===== src/rtl/scr_pkg.sv =====
package scr_pkg;

  localparam int unsigned SCR_SLOTS = 5;
  localparam int unsigned SCR_IDX_W = $clog2(SCR_SLOTS + 1);

  localparam logic [1:0] CLS_XFER    = 2'b10;
  localparam logic [1:0] CLS_MEMMOVE = 2'b11;

  typedef enum logic [2:0] {
    SQ_IDLE, SQ_REQ, SQ_RSP, SQ_ISSUE, SQ_EXEC, SQ_HALT
  } sq_state_e;

  // words an instruction spans, from its opcode byte
  function automatic logic [SCR_IDX_W-1:0] fetch_count(input logic [7:0] op);
    logic [SCR_IDX_W-1:0] n;
    n = SCR_IDX_W'(2);
    if (op[7:6] == CLS_MEMMOVE) n = n + SCR_IDX_W'(1);
    if (op[5]) n = n + (op[4] ? SCR_IDX_W'(2) : SCR_IDX_W'(1));
    return n;
  endfunction

  function automatic logic is_memmove(input logic [7:0] op);
    return op[7:6] == CLS_MEMMOVE;
  endfunction

  // interrupt-type instruction halts the sequencer
  function automatic logic halts_here(input logic [7:0] op);
    return (op[7:6] == CLS_XFER) && op[3];
  endfunction

endpackage


===== src/rtl/scr_ptr_reg.sv =====
module scr_ptr_reg #(
  parameter int unsigned AW = 32
) (
  input  logic          clk,
  input  logic          rst_n,
  input  logic          load,
  input  logic [AW-1:0] load_val,
  input  logic          step,
  output logic [AW-1:0] ptr
);

  localparam logic [AW-1:0] WORD_BYTES = AW'(4);

  always_ff @(posedge clk or negedge rst_n) begin
    if (!rst_n)    ptr <= '0;
    else if (load) ptr <= load_val;
    else if (step) ptr <= ptr + WORD_BYTES;
  end

endmodule


===== src/rtl/scr_word_bank.sv =====
module scr_word_bank #(
  parameter int unsigned DW    = 32,
  parameter int unsigned SLOTS = 5,
  parameter int unsigned IDX_W = 3
) (
  input  logic                      clk,
  input  logic                      rst_n,
  input  logic                      clr,
  input  logic                      wr,
  input  logic [IDX_W-1:0]          wr_idx,
  input  logic [DW-1:0]             wr_data,
  output logic [SLOTS-1:0][DW-1:0]  slots
);

  for (genvar s = 0; s < SLOTS; s++) begin : g_slot
    logic [DW-1:0] word_q;
    always_ff @(posedge clk or negedge rst_n) begin
      if (!rst_n)                             word_q <= '0;
      else if (clr)                           word_q <= '0;
      else if (wr && wr_idx == IDX_W'(s))     word_q <= wr_data;
    end
    assign slots[s] = word_q;
  end

endmodule


===== src/rtl/scr_fetch_seq.sv =====
module scr_fetch_seq
  import scr_pkg::*;
#(
  parameter int unsigned AW = 32,
  parameter int unsigned DW = 32
) (
  input  logic          clk,
  input  logic          rst_n,
  input  logic          host_wr_en,
  input  logic [AW-1:0] host_wr_data,
  output logic          mem_rd_valid,
  input  logic          mem_rd_ready,
  output logic [AW-1:0] mem_rd_addr,
  input  logic          mem_rsp_valid,
  input  logic [DW-1:0] mem_rsp_data,
  input  logic          mem_rsp_err,
  output logic          ins_valid,
  input  logic          ins_ready,
  output logic [7:0]    ins_opcode,
  output logic [DW-9:0] ins_count,
  output logic [DW-1:0] ins_addr,
  output logic [DW-1:0] ins_shadow,
  output logic [DW-1:0] ins_ext0,
  output logic [DW-1:0] ins_ext1,
  input  logic          exe_done,
  input  logic          exe_err,
  output logic          seq_irq,
  output logic          seq_err
);

  localparam int unsigned SLOTS = SCR_SLOTS;
  localparam int unsigned IDX_W = SCR_IDX_W;

  sq_state_e                 state_q;
  logic [IDX_W-1:0]          idx_q;
  logic [AW-1:0]             ptr_q;
  logic [SLOTS-1:0][DW-1:0]  slots;
  logic [7:0]                op0;

  // named internal events
  logic start_evt, rsp_evt, rsp_good, rsp_bad, ins_complete;
  logic issue_evt, done_evt, fail_evt, bank_clr;

  assign op0          = slots[0][DW-1 -: 8];
  assign start_evt    = host_wr_en && (state_q == SQ_IDLE || state_q == SQ_HALT);
  assign rsp_evt      = (state_q == SQ_RSP) && mem_rsp_valid;
  assign rsp_good     = rsp_evt && !mem_rsp_err;
  assign rsp_bad      = rsp_evt && mem_rsp_err;
  assign ins_complete = rsp_good && (idx_q != '0) &&
                        ((idx_q + 1'b1) == fetch_count(op0));
  assign issue_evt    = ins_valid && ins_ready;
  assign done_evt     = (state_q == SQ_EXEC) && exe_done && !exe_err;
  assign fail_evt     = (state_q == SQ_EXEC) && exe_err;
  assign bank_clr     = start_evt || done_evt;

  scr_ptr_reg #(.AW(AW)) i_ptr (
    .clk      (clk),
    .rst_n    (rst_n),
    .load     (start_evt),
    .load_val (host_wr_data),
    .step     (rsp_good),
    .ptr      (ptr_q)
  );

  scr_word_bank #(.DW(DW), .SLOTS(SLOTS), .IDX_W(IDX_W)) i_bank (
    .clk     (clk),
    .rst_n   (rst_n),
    .clr     (bank_clr),
    .wr      (rsp_good),
    .wr_idx  (idx_q),
    .wr_data (mem_rsp_data),
    .slots   (slots)
  );

  always_ff @(posedge clk or negedge rst_n) begin
    if (!rst_n) begin
      state_q <= SQ_IDLE;
      idx_q   <= '0;
      seq_irq <= 1'b0;
      seq_err <= 1'b0;
    end else begin
      case (state_q)
        SQ_IDLE, SQ_HALT: begin
          if (start_evt) begin
            state_q <= SQ_REQ;
            idx_q   <= '0;
            seq_irq <= 1'b0;
            seq_err <= 1'b0;
          end
        end
        SQ_REQ: begin
          if (mem_rd_ready) state_q <= SQ_RSP;
        end
        SQ_RSP: begin
          if (rsp_bad) begin
            state_q <= SQ_HALT;
            seq_irq <= 1'b1;
            seq_err <= 1'b1;
          end else if (rsp_good) begin
            idx_q <= idx_q + 1'b1;
            if (!ins_complete) begin
              state_q <= SQ_REQ;
            end else if (halts_here(op0)) begin
              state_q <= SQ_HALT;
              seq_irq <= 1'b1;
            end else begin
              state_q <= SQ_ISSUE;
            end
          end
        end
        SQ_ISSUE: begin
          if (issue_evt) state_q <= SQ_EXEC;
        end
        SQ_EXEC: begin
          if (fail_evt) begin
            state_q <= SQ_HALT;
            seq_irq <= 1'b1;
            seq_err <= 1'b1;
          end else if (done_evt) begin
            state_q <= SQ_REQ;
            idx_q   <= '0;
          end
        end
        default: state_q <= SQ_IDLE;
      endcase
    end
  end

  assign mem_rd_valid = (state_q == SQ_REQ);
  assign mem_rd_addr  = ptr_q;
  assign ins_valid    = (state_q == SQ_ISSUE);

  assign ins_opcode = op0;
  assign ins_count  = slots[0][DW-9:0];
  assign ins_addr   = slots[1];
  assign ins_shadow = is_memmove(op0) ? slots[2] : '0;
  assign ins_ext0   = is_memmove(op0) ? slots[3] : slots[2];
  assign ins_ext1   = is_memmove(op0) ? slots[4] : slots[3];

endmodule


===== config.mk =====
export PLATFORM = sky130hd
export DESIGN_NAME = scr_fetch_seq
export DESIGN_NICKNAME = d
export VERILOG_FILES = /design/src/rtl/scr_pkg.sv /design/src/rtl/scr_ptr_reg.sv /design/src/rtl/scr_word_bank.sv /design/src/rtl/scr_fetch_seq.sv
export SDC_FILE = /design/constraint.sdc
export NUM_CORES = 1
export LEC_CHECK = 0
export ABC_AREA = 1
export CAP_MARGIN = 15
export CORE_MARGIN = 8
export CORE_UTILIZATION = 40
export DETAILED_ROUTE_END_ITERATION = 8
export HOLD_SLACK_MARGIN = 0.15
export PLACE_DENSITY = 0.67
export RECOVER_POWER = 100
export SLEW_MARGIN = 10
export SYNTH_ARGS = -nofsm -noshare
export SYNTH_HDL_FRONTEND = slang
export SYNTH_SLANG_ARGS = --single-unit

===== constraint.sdc =====
create_clock -name clk -period 3.3 [get_ports clk]
set_input_delay 0.495 -clock clk [delete_from_list [all_inputs] [get_ports clk]]
set_output_delay 0.495 -clock clk [all_outputs]
set_load 0.02 [all_outputs]

==> results of run 1 <==
worst min path at each step:
stage | depth (start not counted) | end | start | slack (ns)
2_1_floorplan | 0 | i_bank.g_slot[0].word_q[0]$_DFFE_PN0P_ | rst_n | 0.20
3_3_place_gp | 2 | i_bank.g_slot[1].word_q[31]$_DFFE_PN0P_ | i_bank.g_slot[1].word_q[31]$_DFFE_PN0P_ | 0.45
3_5_place_dp | 2 | i_bank.g_slot[1].word_q[19]$_DFFE_PN0P_ | i_bank.g_slot[1].word_q[19]$_DFFE_PN0P_ | 0.46
4_1_cts | 2 | i_bank.g_slot[1].word_q[19]$_DFFE_PN0P_ | i_bank.g_slot[1].word_q[19]$_DFFE_PN0P_ | 0.48
5_1_grt | 2 | i_bank.g_slot[0].word_q[23]$_DFFE_PN0P_ | i_bank.g_slot[0].word_q[23]$_DFFE_PN0P_ | 0.49
6_report | 2 | i_bank.g_slot[0].word_q[22]$_DFFE_PN0P_ | i_bank.g_slot[0].word_q[22]$_DFFE_PN0P_ | 0.47
placed cells by master (no fill, tap or decap), drive strengths merged:
master / count
a21boi: 1
a21oi: 36
a31oi: 2
buf: 13
clkbuf: 23
clkdlybuf4s50: 72
clkinv: 8
clkinvlp: 1
dfrtp: 200
diode: 1
dlygate4sd3: 196
ha: 7
inv: 172
nand2: 709
nand3: 50
nand4: 5
nor2: 173
nor3: 3
o211ai: 1
o21ai: 68
o22ai: 4
or2: 6
xnor2: 2
xor2: 2
final cells by class:
| type | count | area [um2] | area share [%] |
|---|---|---|---|
| multi-input cells | 1069 | 4400 | 31.7 |
| clock buffers | 17 | 425 | 3.06 |
| flip-flops and latches | 200 | 5000 | 36.0 |
| well taps | 330 | 413 | 2.97 |
| repair buffers | 287 | 2850 | 20.5 |
| inverters | 166 | 623 | 4.49 |
| diodes | 1 | 2.50 | 0.0180 |
| clock inverters | 15 | 176 | 1.27 |
cells in the mapped netlist (2+ instances only):
master | n | area share, %
nand2_1 | 709 | 26
clkbuf_1 | 30 | 1.1
inv_2 | 2 | 0.073
a31oi_1 | 2 | 0.12
ha_1 | 7 | 0.85
a21oi_1 | 36 | 1.8
dfrtp_1 | 200 | 49
nand4_1 | 5 | 0.31
o22ai_1 | 4 | 0.24
xor2_1 | 2 | 0.17
nor2_1 | 171 | 6.3
o21ai_0 | 64 | 3.1
nand3_1 | 50 | 2.4
o21ai_1 | 3 | 0.15
buf_2 | 33 | 1.6
inv_1 | 164 | 6.0
nor2_2 | 2 | 0.12
or2_2 | 6 | 0.37
xnor2_1 | 2 | 0.17
nor3_1 | 3 | 0.15
kinds of logic after synthesis:
logic type      synth area share (%)
xor+xnor                       0.342
buf+inv                         8.78
flops                           48.8
simple gates                    35.6
fa+ha+maj                      0.854
compound gates                  5.62
worst max-delay path: cells and delay by family (launching register included):
family	cells	cell delay, ns
compound gates	1	0.38
buf+inv	2	1.03
simple gates	1	0.26
flops	1	0.51
what timing repair did:
| action | 4_1_cts | 5_1_grt |
|---|---|---|
| hold endpoints to repair | 68 | 0 |
| setup endpoints to repair | 0 | 1 |
| resized for setup | 0 | 1 |
| hold buffers | 1 | 0 |
per-stage QoR:
stage | utilization (%) | area, um2 | instances | hold slack (ns)
after global placement | 52.9 | 13300 | 2051 | 0.453
after CTS | 55.4 | 13900 | 2084 | 0.476
after detailed placement | 52.9 | 13300 | 2051 | 0.457
after floorplan | - | 10300 | 1498 | 0.199
after global routing | 55.2 | 13900 | 2085 | 0.487
final | 55.2 | 13900 | 2085 | 0.467
routing by layer:
layer  GRT usage, %  vias to the layer above
met5              0                        -
met4           5.26                        0
met3           5.51                       31
met2           35.0                      320
met1           28.1                     4645
li1               -                     5005
power groups by stage:
stage | clock network (uW) | logic (uW) | registers, uW
after floorplan | 0 | 1490 | 3460
after global placement | 0 | 3170 | 3180
after detailed placement | 0 | 3210 | 3180
after CTS | 2150 | 3220 | 3150
after global routing | 2250 | 3380 | 3200
final | 2120 | 3030 | 3140
state kept, by name, summed over array words and instances (netlist names):
| name | count |
|---|---|
| seq_irq | 1 |
| state_q | 3 |
| idx_q | 3 |
| i_ptr.ptr | 32 |
| seq_err | 1 |
| i_bank.g_slot.word_q | 160 |
==> metrics.cfg, run 1 <==
[outcome]
outcome = complete, but fails checks
failed_checks = max-capacitance violations, max-slew violations

[grt]
grt_pass1_vias = 9739
overflow = 0
grt_first_pass_wirelength_um = 53500
antenna_found_initial = 1
grt_max_degree = 75
grtUsageTotal_pct = 21.5

[floorplanning]
core_area_um2 = 25200
floorplan.initialDensity_pct = 40.7
die_h_um = 176
rows = 58
die_x_um = 176
die_area_um2 = 31000
boundaryPins = 269

[timing]
fin_skew_ns = 0.0203
max_freq_ghz = 0.321
fin_crit_sh_pct = 94.4
setup_viol = 0
rsz0062_at_grt = false
final_max_slew_viol_count = 69
fin_crit_ns = 3.11
slew_headroom_pct = -24.4
setup_slack_ns = 0.186
fin_setup_tns_ns = 0
tightest_slew_ns = 1.87
hold_viol_final = 0

[clock_network]
cts_buffer_depth = 2
cts_max_level = 4
cts_sinks = 200
cts-root-buf = clkbuf_16
clk_pin_slew_ns = 0.08
numCtsBuffers = 17
cts_tree = yes
post-cts-setup-buffers = 0
clock_latency_ns = 0.44

[route]
wl_met3_um = 2550
antenna_left = 0
drt-initial-drc-count = 942
wl_met1_um = 14600
wl_per_cell_um = 16.0
vias = 10000
via_per_inst = 4.80
post-route-drc-count = 0
wl_um = 33300
highest-signal-layer = met4
met2_length_um = 15700
dr.pass1.iters = 5

[synth]
syn_inst = 1498
synth-main-ff-cell = dfrtp_1
yosysUniqueCellTypes = 23
seq_area_frac_synth_pct = 48.8
synthesis.nets = 1578
async_flop_share_pct = 100
yosysWarningCount = 0
synth_edf_count = 0
syn_area_um2 = 10300
avgSynthCellArea_um2 = 6.85
ys_ff_latch = 200

[power]
power_uw = 8290
clkPwrFrac_pct = 25.5
powerDensity_nw_per_um2 = 597
pwr-share-seq_pct = 37.9
p_sw_share_pct = 42.0
leakage_uw = 0.00765
intPower_uw = 4810
comb_power_share_pct = 36.6
p_sw_uw = 3480
vdd_drop_max_uv = 326

[placed_design]
pre_cts_ws_ns = 0.572
place_hpwl_um = 23600
finalWeightedCongestion = 0.907
port_buffers = 268

[hold_path]
hold_class = register to register

[cells_and_area]
nNetsFinal = 1821
drive_gt1_share_pct = 3.59
fillers = 2415
area.growth.synth_to_final_pct = 35.4

[worst_setup_path]
path_class = register to output pin
startpoint = i_bank.g_slot[0].word_q[30]$_DFFE_PN0P_
timing.critical_path.cells = nand2_8 > buf_12 > o21ai_0 > dlygate4sd3_1
ff2ff_path_depth = 10
slowest_delay_ns = 0.74
endpoint = ins_ext0[1]
reg2reg_setup_slack_ns = 0.39
reg2reg_to = i_bank.g_slot[2].word_q[30]$_DFFE_PN0P_
worst_setup_path_start_kind = register
critPathRequiredTime_ns = 2.80
r2r-start = state_q[2]$_DFFE_PN0P_
worstSetupEndpointType = output pin
crit_fanout = 74
crit_arrival_ns = 2.62
worst_path_max_delay_cell = dlygate4sd3_1

[run]
cap_violations = 1

Power figures use the tool's default switching activity.
==> run 2: changes to the inputs <==
--- a/config.mk
+++ b/config.mk
@@ -7,6 +7,7 @@
 export LEC_CHECK = 0
 export ABC_AREA = 1
 export CAP_MARGIN = 15
+export CORE_ASPECT_RATIO = 0.7
 export CORE_MARGIN = 8
 export CORE_UTILIZATION = 40
 export DETAILED_ROUTE_END_ITERATION = 8
==> run 2 against run 1 <==
  * The run still ends with max-capacitance violations, max-slew violations left
  * Non-clock buffer count is 3 higher
  * Largest cell class unchanged
  * Sequential power about the same
  * Clock power increased by 4%
  * Setup slack better by 0.082 ns
  * Via count increased by 1.1%
  * Power is 2.3% higher
  * Wire length is 6.5% higher
  * Fmax is 2.7% higher
  * Combinational power rose by 3%
  * Flip-flop and latch count unchanged
  * Critical path type unchanged
  * Cell count up 0.14%
  * Global-route usage rose by 1.1 points
==> metrics.cfg, run 2 (same netlist as run 1, synthesis figures left out) <==
[route]
wl_per_cell_um = 17.0  ; was 16.0 um
wl_um = 35500  ; was 33,300 um
dr.pass1.iters = 5  ; unchanged
vias = 10100  ; was 10,000
post-route-drc-count = 0  ; unchanged
antenna_left = 0  ; unchanged
via_per_inst = 4.84  ; was 4.80
drt-initial-drc-count = 763  ; was 942

[cells_and_area]
final_common_cell = nand2_1  ; unchanged
area.growth.synth_to_final_pct = 35.8  ; was 35.4%
drive_gt1_share_pct = 4.04  ; was 3.59%
mostFrequentLayoutCells = 708 x nand2_1, 200 x dfrtp_1, 193 x dlygate4sd3_1, 165 x inv_1, 163 x nor2_1  ; was 708 x nand2_1, 200 x dfrtp_1, 196 x dlygate4sd3_1, 168 x nor2_1, 165 x inv_1
regMostFlops = i_bank.g_slot.word_q  ; unchanged
largest_register_ffs = 160  ; unchanged
antennaDiodeCount = 0  ; was 1
design_area_um2 = 13900  ; about the same
top_regs = i_bank.g_slot.word_q (160), i_ptr.ptr (32)  ; unchanged
nNetsFinal = 1824  ; was 1,821

[timing]
tightest_slew_ns = 2.12  ; was 1.87 ns
fin_setup_tns_ns = 0  ; unchanged
setup_viol = 0  ; unchanged
final_max_slew_viol_count = 78  ; was 69
rsz0062_at_grt = false  ; unchanged
max_freq_ghz = 0.330  ; was 0.321 GHz
fin_crit_ns = 3.03  ; was 3.11 ns
fin_skew_ns = 0.0118  ; was 0.0203 ns
hold_viol_final = 0  ; unchanged
slew_headroom_pct = -41.4  ; was -24.4%
fin_crit_sh_pct = 91.9  ; was 94.4%

[hold_path]
hold_class = register to register  ; unchanged
holdPathStages = 2  ; unchanged

[outcome]
outcome = complete, but fails checks  ; unchanged
failed_checks = max-capacitance violations, max-slew violations  ; unchanged

[worst_setup_path]
crit_arrival_ns = 2.54  ; was 2.62 ns
worstSetupEndpointType = output pin  ; unchanged
crit_fanout = 86  ; was 74
worst_setup_path_start_kind = register  ; unchanged
slowest_delay_ns = 0.73  ; was 0.74 ns
path_class = register to output pin  ; unchanged
worst_path_max_delay_cell = dlygate4sd3_1  ; unchanged
timing.critical_path.cells = nand2_4 > buf_12 > nor2_1 > a21oi_1 > dlygate4sd3_1  ; was nand2_8 > buf_12 > o21ai_0 > dlygate4sd3_1
ff2ff_path_depth = 10  ; unchanged
critPathRequiredTime_ns = 2.80  ; about the same

[floorplanning]
die_h_um = 150  ; was 176 um
boundaryPins = 269  ; unchanged
core_area_um2 = 25400  ; was 25,200 um2
floorplan.initialDensity_pct = 40.3  ; was 40.7%
rows = 49  ; was 58
die_area_um2 = 31100  ; was 31,000 um2
die_x_um = 207  ; was 176 um

[placed_design]
placed_area_um2 = 13300  ; about the same
port_buffers = 268  ; unchanged
place_hpwl_um = 25200  ; was 23,600 um
finalWeightedCongestion = 0.913  ; was 0.907

[clock_network]
numCtsBuffers = 17  ; unchanged
cts_sinks = 200  ; unchanged
cts_tree = yes  ; unchanged
cts_hold_buf = 1  ; unchanged
cts-root-buf = clkbuf_16  ; unchanged
cts_buffer_depth = 2  ; unchanged
clock_latency_ns = 0.44  ; about the same
post-cts-setup-buffers = 0  ; unchanged
ctsResizeCount = 0  ; unchanged
clk_pin_slew_ns = 0.08  ; about the same
cts_max_level = 4  ; unchanged

[grt]
grt_first_pass_wirelength_um = 55600  ; was 53,500 um
grt_pass1_vias = 9712  ; was 9,739
grt_max_degree = 87  ; was 75
antenna_found_initial = 1  ; unchanged
grtUsageTotal_pct = 22.6  ; was 21.5%
overflow = 0  ; unchanged

[power]
powerDensity_nw_per_um2 = 608  ; was 597 nW/um2
leakage_uw = 0.00768  ; was 0.00765 uW
vdd_drop_max_uv = 362  ; was 326 uV

[run]
cap_violations = 1  ; unchanged

[run 2: cell types whose count changed in the layout (fill, tap and decap cells not counted), moves of 4 or more]
cell,change
clkbuf_8,+4
clkinv_8,-4
inv_8,-4
nor2_1,-5
[run 2: layer usage]
layer  GRT usage (%)  vias to the layer above  routed length, um
met5               0                        -                 13
met4            5.24                        2                513
met3            5.65                       25               2640
met2            33.7                      339              15600
met1            32.6                     4751              16700
li1                -                     4995                  -
[run 2: final timing paths]
| path | from | end | slack (ns) |
|---|---|---|---|
| max in group asynchronous | rst_n | i_bank.g_slot[1].word_q[9]$_DFFE_PN0P_ | 0.48 |
| hold reg to reg | i_bank.g_slot[1].word_q[4]$_DFFE_PN0P_ | i_bank.g_slot[1].word_q[4]$_DFFE_PN0P_ | 0.46 |
| setup / recovery | i_bank.g_slot[0].word_q[31]$_DFFE_PN0P_ | ins_ext1[18] | 0.27 |
| hold / removal | i_bank.g_slot[1].word_q[4]$_DFFE_PN0P_ | i_bank.g_slot[1].word_q[4]$_DFFE_PN0P_ | 0.46 |
| min in group asynchronous | rst_n | i_bank.g_slot[1].word_q[8]$_DFFE_PN0P_ | 1.17 |
| setup reg to reg | state_q[2]$_DFFE_PN0P_ | i_bank.g_slot[3].word_q[2]$_DFFE_PN0P_ | 0.48 |
[run 2: cell type report]
cell class	instances	area, um2
fill	2497	11500
tap	331	414
multi-input combinational	1069	4410
inverter	166	623
clock inverter	11	136
clock buffer	21	480
sequential	200	5000
timing repair buffer	290	2850
[run 2: worst max-delay path: cells and delay by family, from the launching register on]
kind            cells  cell delay, ns
buf+inv             2            1.07
flops               1            0.44
simple gates        2            0.32
compound gates      1            0.25
[run 2: per-stage QoR]
stage          total power, uW  cells  setup WS, ns  hold WS, ns  util [%]
6_report                  8470   2088         0.269        0.465      54.7
4_1_cts                   8680   2088         0.317        0.475      54.9
2_1_floorplan             4950   1498          1.20        0.199         -
5_1_grt                   8990   2088         0.101        0.493      54.7
3_3_place_gp              6430   2055         0.613        0.453      52.5
3_5_place_dp              6460   2055         0.563        0.458      52.5
[run 2: report_power, final]
| part | total (uW) | internal, uW | switching (uW) |
|---|---|---|---|
| Combinational | 3110 | 1010 | 2100 |
| Clock | 2200 | 1210 | 982 |
| Sequential | 3170 | 2770 | 395 |
| Total | 8470 | 5000 | 3470 |
==> run 3: changes to the inputs <==
--- a/config.mk
+++ b/config.mk
@@ -6,11 +6,11 @@
 export NUM_CORES = 1
 export LEC_CHECK = 0
 export ABC_AREA = 1
-export CAP_MARGIN = 15
 export CORE_ASPECT_RATIO = 0.7
 export CORE_MARGIN = 8
 export CORE_UTILIZATION = 40
 export DETAILED_ROUTE_END_ITERATION = 8
+export GPL_ROUTABILITY_DRIVEN = 0
 export HOLD_SLACK_MARGIN = 0.15
 export PLACE_DENSITY = 0.67
 export RECOVER_POWER = 100
==> run 3 against run 2 <==
  * The run still ends with max-capacitance violations, max-slew violations left
  * Cell count is the same
  * Fmax decreased by 3.3%
  * First-iteration DRC count is 15% higher
  * Global-route usage fell by 0.062 points
  * Via count increased by 0.46%
  * Final area increased by 0.22%
  * Utilization grew 0.12 points
  * Sequential share of layout area decreased by 0.081 points
  * Clock power rose by 9%
  * Power up 2.2%
==> metrics.cfg, run 3 (same netlist as run 1, synthesis figures left out) <==
[route]
via_per_inst = 4.87  ; was 4.84
antenna_left = 0  ; unchanged
wl_per_cell_um = 17.2  ; was 17.0 um
drt-initial-drc-count = 874  ; was 763
vias = 10200  ; was 10,100
wl_um = 35800  ; was 35,500 um
dr.pass1.iters = 5  ; unchanged
post-route-drc-count = 0  ; unchanged

[clock_network]
cts_max_level = 4  ; unchanged
cts_hold_buf = 0  ; was 1
cts_sinks = 200  ; unchanged
clk_pin_slew_ns = 0.08  ; about the same
cts_buffer_depth = 2  ; unchanged
cts-root-buf = clkbuf_16  ; unchanged
numCtsBuffers = 17  ; unchanged
cts_tree = yes  ; unchanged
ctsResizeCount = 0  ; unchanged
clock_latency_ns = 0.44  ; about the same
post-cts-setup-buffers = 0  ; unchanged

[grt]
met1_usage_pct = 32.1  ; was 32.6%
overflow = 0  ; unchanged
grt.met3_usage_pct = 5.80  ; was 5.65%
grt_pass1_vias = 9523  ; was 9,712
grtUsageTotal_pct = 22.6  ; about the same
antenna_found_initial = 1  ; unchanged
grt-busiest-layer = met2  ; unchanged
grt_util_met2_pct = 34.2  ; was 33.7%
grt_first_pass_wirelength_um = 55500  ; was 55,600 um
grt_max_degree = 94  ; was 87

[hold_path]
holdPathStages = 2  ; unchanged
min_to = i_bank.g_slot[1].word_q[11]$_DFFE_PN0P_  ; was i_bank.g_slot[1].word_q[4]$_DFFE_PN0P_
holdCritStartpoint = i_bank.g_slot[1].word_q[11]$_DFFE_PN0P_  ; was i_bank.g_slot[1].word_q[4]$_DFFE_PN0P_
hold_class = register to register  ; unchanged

[outcome]
outcome = complete, but fails checks  ; unchanged
failed_checks = max-capacitance violations, max-slew violations  ; unchanged

[worst_setup_path]
ff2ff_path_depth = 9  ; was 10
r2r-start = state_q[1]$_DFFE_PN0P_  ; was state_q[2]$_DFFE_PN0P_
reg2reg_to = i_bank.g_slot[4].word_q[15]$_DFFE_PN0P_  ; was i_bank.g_slot[3].word_q[2]$_DFFE_PN0P_
crit_fanout = 69  ; was 86
timing.critical_path.cells = nand2_4 > buf_12 > nor2_1 > a21oi_1 > dlygate4sd3_1  ; unchanged
slowest_delay_ns = 0.73  ; about the same
worst_path_max_delay_cell = dlygate4sd3_1  ; unchanged
critPathRequiredTime_ns = 2.80  ; about the same
path_class = register to output pin  ; unchanged
cp.buffers_inverters = 2  ; unchanged
worstSetupEndpointType = output pin  ; unchanged
reg2reg_setup_slack_ns = 0.34  ; was 0.48 ns
worst_setup_path_start_kind = register  ; unchanged
crit_arrival_ns = 2.64  ; was 2.54 ns
crit_family = buffers and inverters  ; unchanged

[timing]
tightest_slew_ns = 2.56  ; was 2.12 ns
setup_viol = 0  ; unchanged
fin_crit_ns = 3.13  ; was 3.03 ns
rsz0062_at_grt = false  ; unchanged
max_freq_ghz = 0.319  ; was 0.330 GHz
fin_setup_tns_ns = 0  ; unchanged
slew_headroom_pct = -70.8  ; was -41.4%
fin_skew_ns = 0.0115  ; was 0.0118 ns
hold_viol_final = 0  ; unchanged
final_max_slew_viol_count = 92  ; was 78
fin_crit_sh_pct = 95.0  ; was 91.9%

[cells_and_area]
top_regs = i_bank.g_slot.word_q (160), i_ptr.ptr (32)  ; unchanged
mostFrequentLayoutCells = 708 x nand2_1, 200 x dfrtp_1, 189 x dlygate4sd3_1, 166 x inv_1, 164 x nor2_1  ; was 708 x nand2_1, 200 x dfrtp_1, 193 x dlygate4sd3_1, 165 x inv_1, 163 x nor2_1
regArea_um2 = 5000  ; unchanged
final_common_cell = nand2_1  ; unchanged
area.growth.synth_to_final_pct = 36.1  ; was 35.8%
fillers = 2447  ; was 2,497
nNetsFinal = 1823  ; was 1,824
drive_gt1_share_pct = 3.76  ; was 4.04%
multi_input_comb_area_um2 = 4400  ; was 4410 um2
regMostFlops = i_bank.g_slot.word_q  ; unchanged
largest_register_ffs = 160  ; unchanged
final_util_pct = 54.9  ; was 54.7%

[power]
leakage_uw = 0.00768  ; about the same
powerDensity_nw_per_um2 = 621  ; was 608 nW/um2
vdd_drop_max_uv = 388  ; was 362 uV

[floorplanning]
die_area_um2 = 31100  ; unchanged
die_x_um = 207  ; unchanged
rows = 49  ; unchanged
floorplan.initialDensity_pct = 40.3  ; unchanged
die_h_um = 150  ; unchanged
core_area_um2 = 25400  ; unchanged
boundaryPins = 269  ; unchanged

[run]
cap_violations = 1  ; unchanged

[placed_design]
place_hpwl_um = 25100  ; was 25,200 um
port_buffers = 268  ; unchanged

## run 3: cell types whose count changed in the layout (fill, tap and decap cells not counted), moves of 2 or more
cell,change
buf_4,-2
bufinv_16,+3
clkbuf_1,+2
clkbuf_8,-2
clkdlybuf4s50_1,+3
clkinv_4,-4
diode_2,+2
dlygate4sd3_1,-4
inv_6,+2
## run 3: worst max-delay path by stage
stage,endpoint,startpoint,slack [ns],depth (start not counted)
global placement,ins_ext1[16],i_bank.g_slot[0].word_q[31]$_DFFE_PN0P_,0.69,5
floorplan,seq_irq$_DFFE_PN0P_,i_bank.g_slot[0].word_q[31]$_DFFE_PN0P_,1.20,13
global route,i_ptr.ptr[24]$_DFFE_PN0P_,state_q[2]$_DFFE_PN0P_,0.05,11
finish,ins_ext1[16],i_bank.g_slot[0].word_q[31]$_DFFE_PN0P_,0.17,5
detailed placement,ins_ext1[18],i_bank.g_slot[0].word_q[31]$_DFFE_PN0P_,0.70,5
CTS,ins_ext1[18],i_bank.g_slot[0].word_q[31]$_DFFE_PN0P_,0.22,5
## run 3: area by class of cell
| class | count | share of cell area, % |
|---|---|---|
| clock buffer | 19 | 3.25 |
| clock inverter | 12 | 1.50 |
| sequential | 200 | 35.9 |
| multi-input combinational | 1069 | 31.6 |
| tap | 331 | 2.97 |
| timing repair buffer | 289 | 20.4 |
| antenna | 2 | 0.0359 |
| inverter | 166 | 4.46 |
## run 3: worst min-delay path: cells and delay by family, from the launching register on
family / cells / cell delay [ns]
flip-flops: 1 / 0.34
AND/OR/NAND/NOR: 2 / 0.09
## run 3: through the flow
step | power [uW] | hold WS (ns) | area (um2) | setup slack [ns] | std cells
after floorplan | 4950 | 0.199 | 10300 | 1.20 | 1498
after global placement | 6430 | 0.454 | 13300 | 0.692 | 2055
after detailed placement | 6470 | 0.457 | 13300 | 0.704 | 2055
after CTS | 8870 | 0.164 | 14000 | 0.218 | 2086
after global routing | 9160 | 0.491 | 14000 | 0.0478 | 2086
final | 8660 | 0.468 | 14000 | 0.165 | 2088
## run 3: metal layers
| layer | routed length (um) | vias up |
|---|---|---|
| met3 | 2770 | 27 |
| met4 | 494 | 2 |
| met2 | 15900 | 345 |
| li1 | - | 4994 |
| met1 | 16700 | 4791 |
| met5 | 10 | - |
## run 3: report_power, final
part	internal, uW	total, uW	leakage [uW]	switching (uW)
logic	1010	3100	0.00463	2090
registers	2770	3170	0.00273	401
clock network	1400	2390	0.000323	988
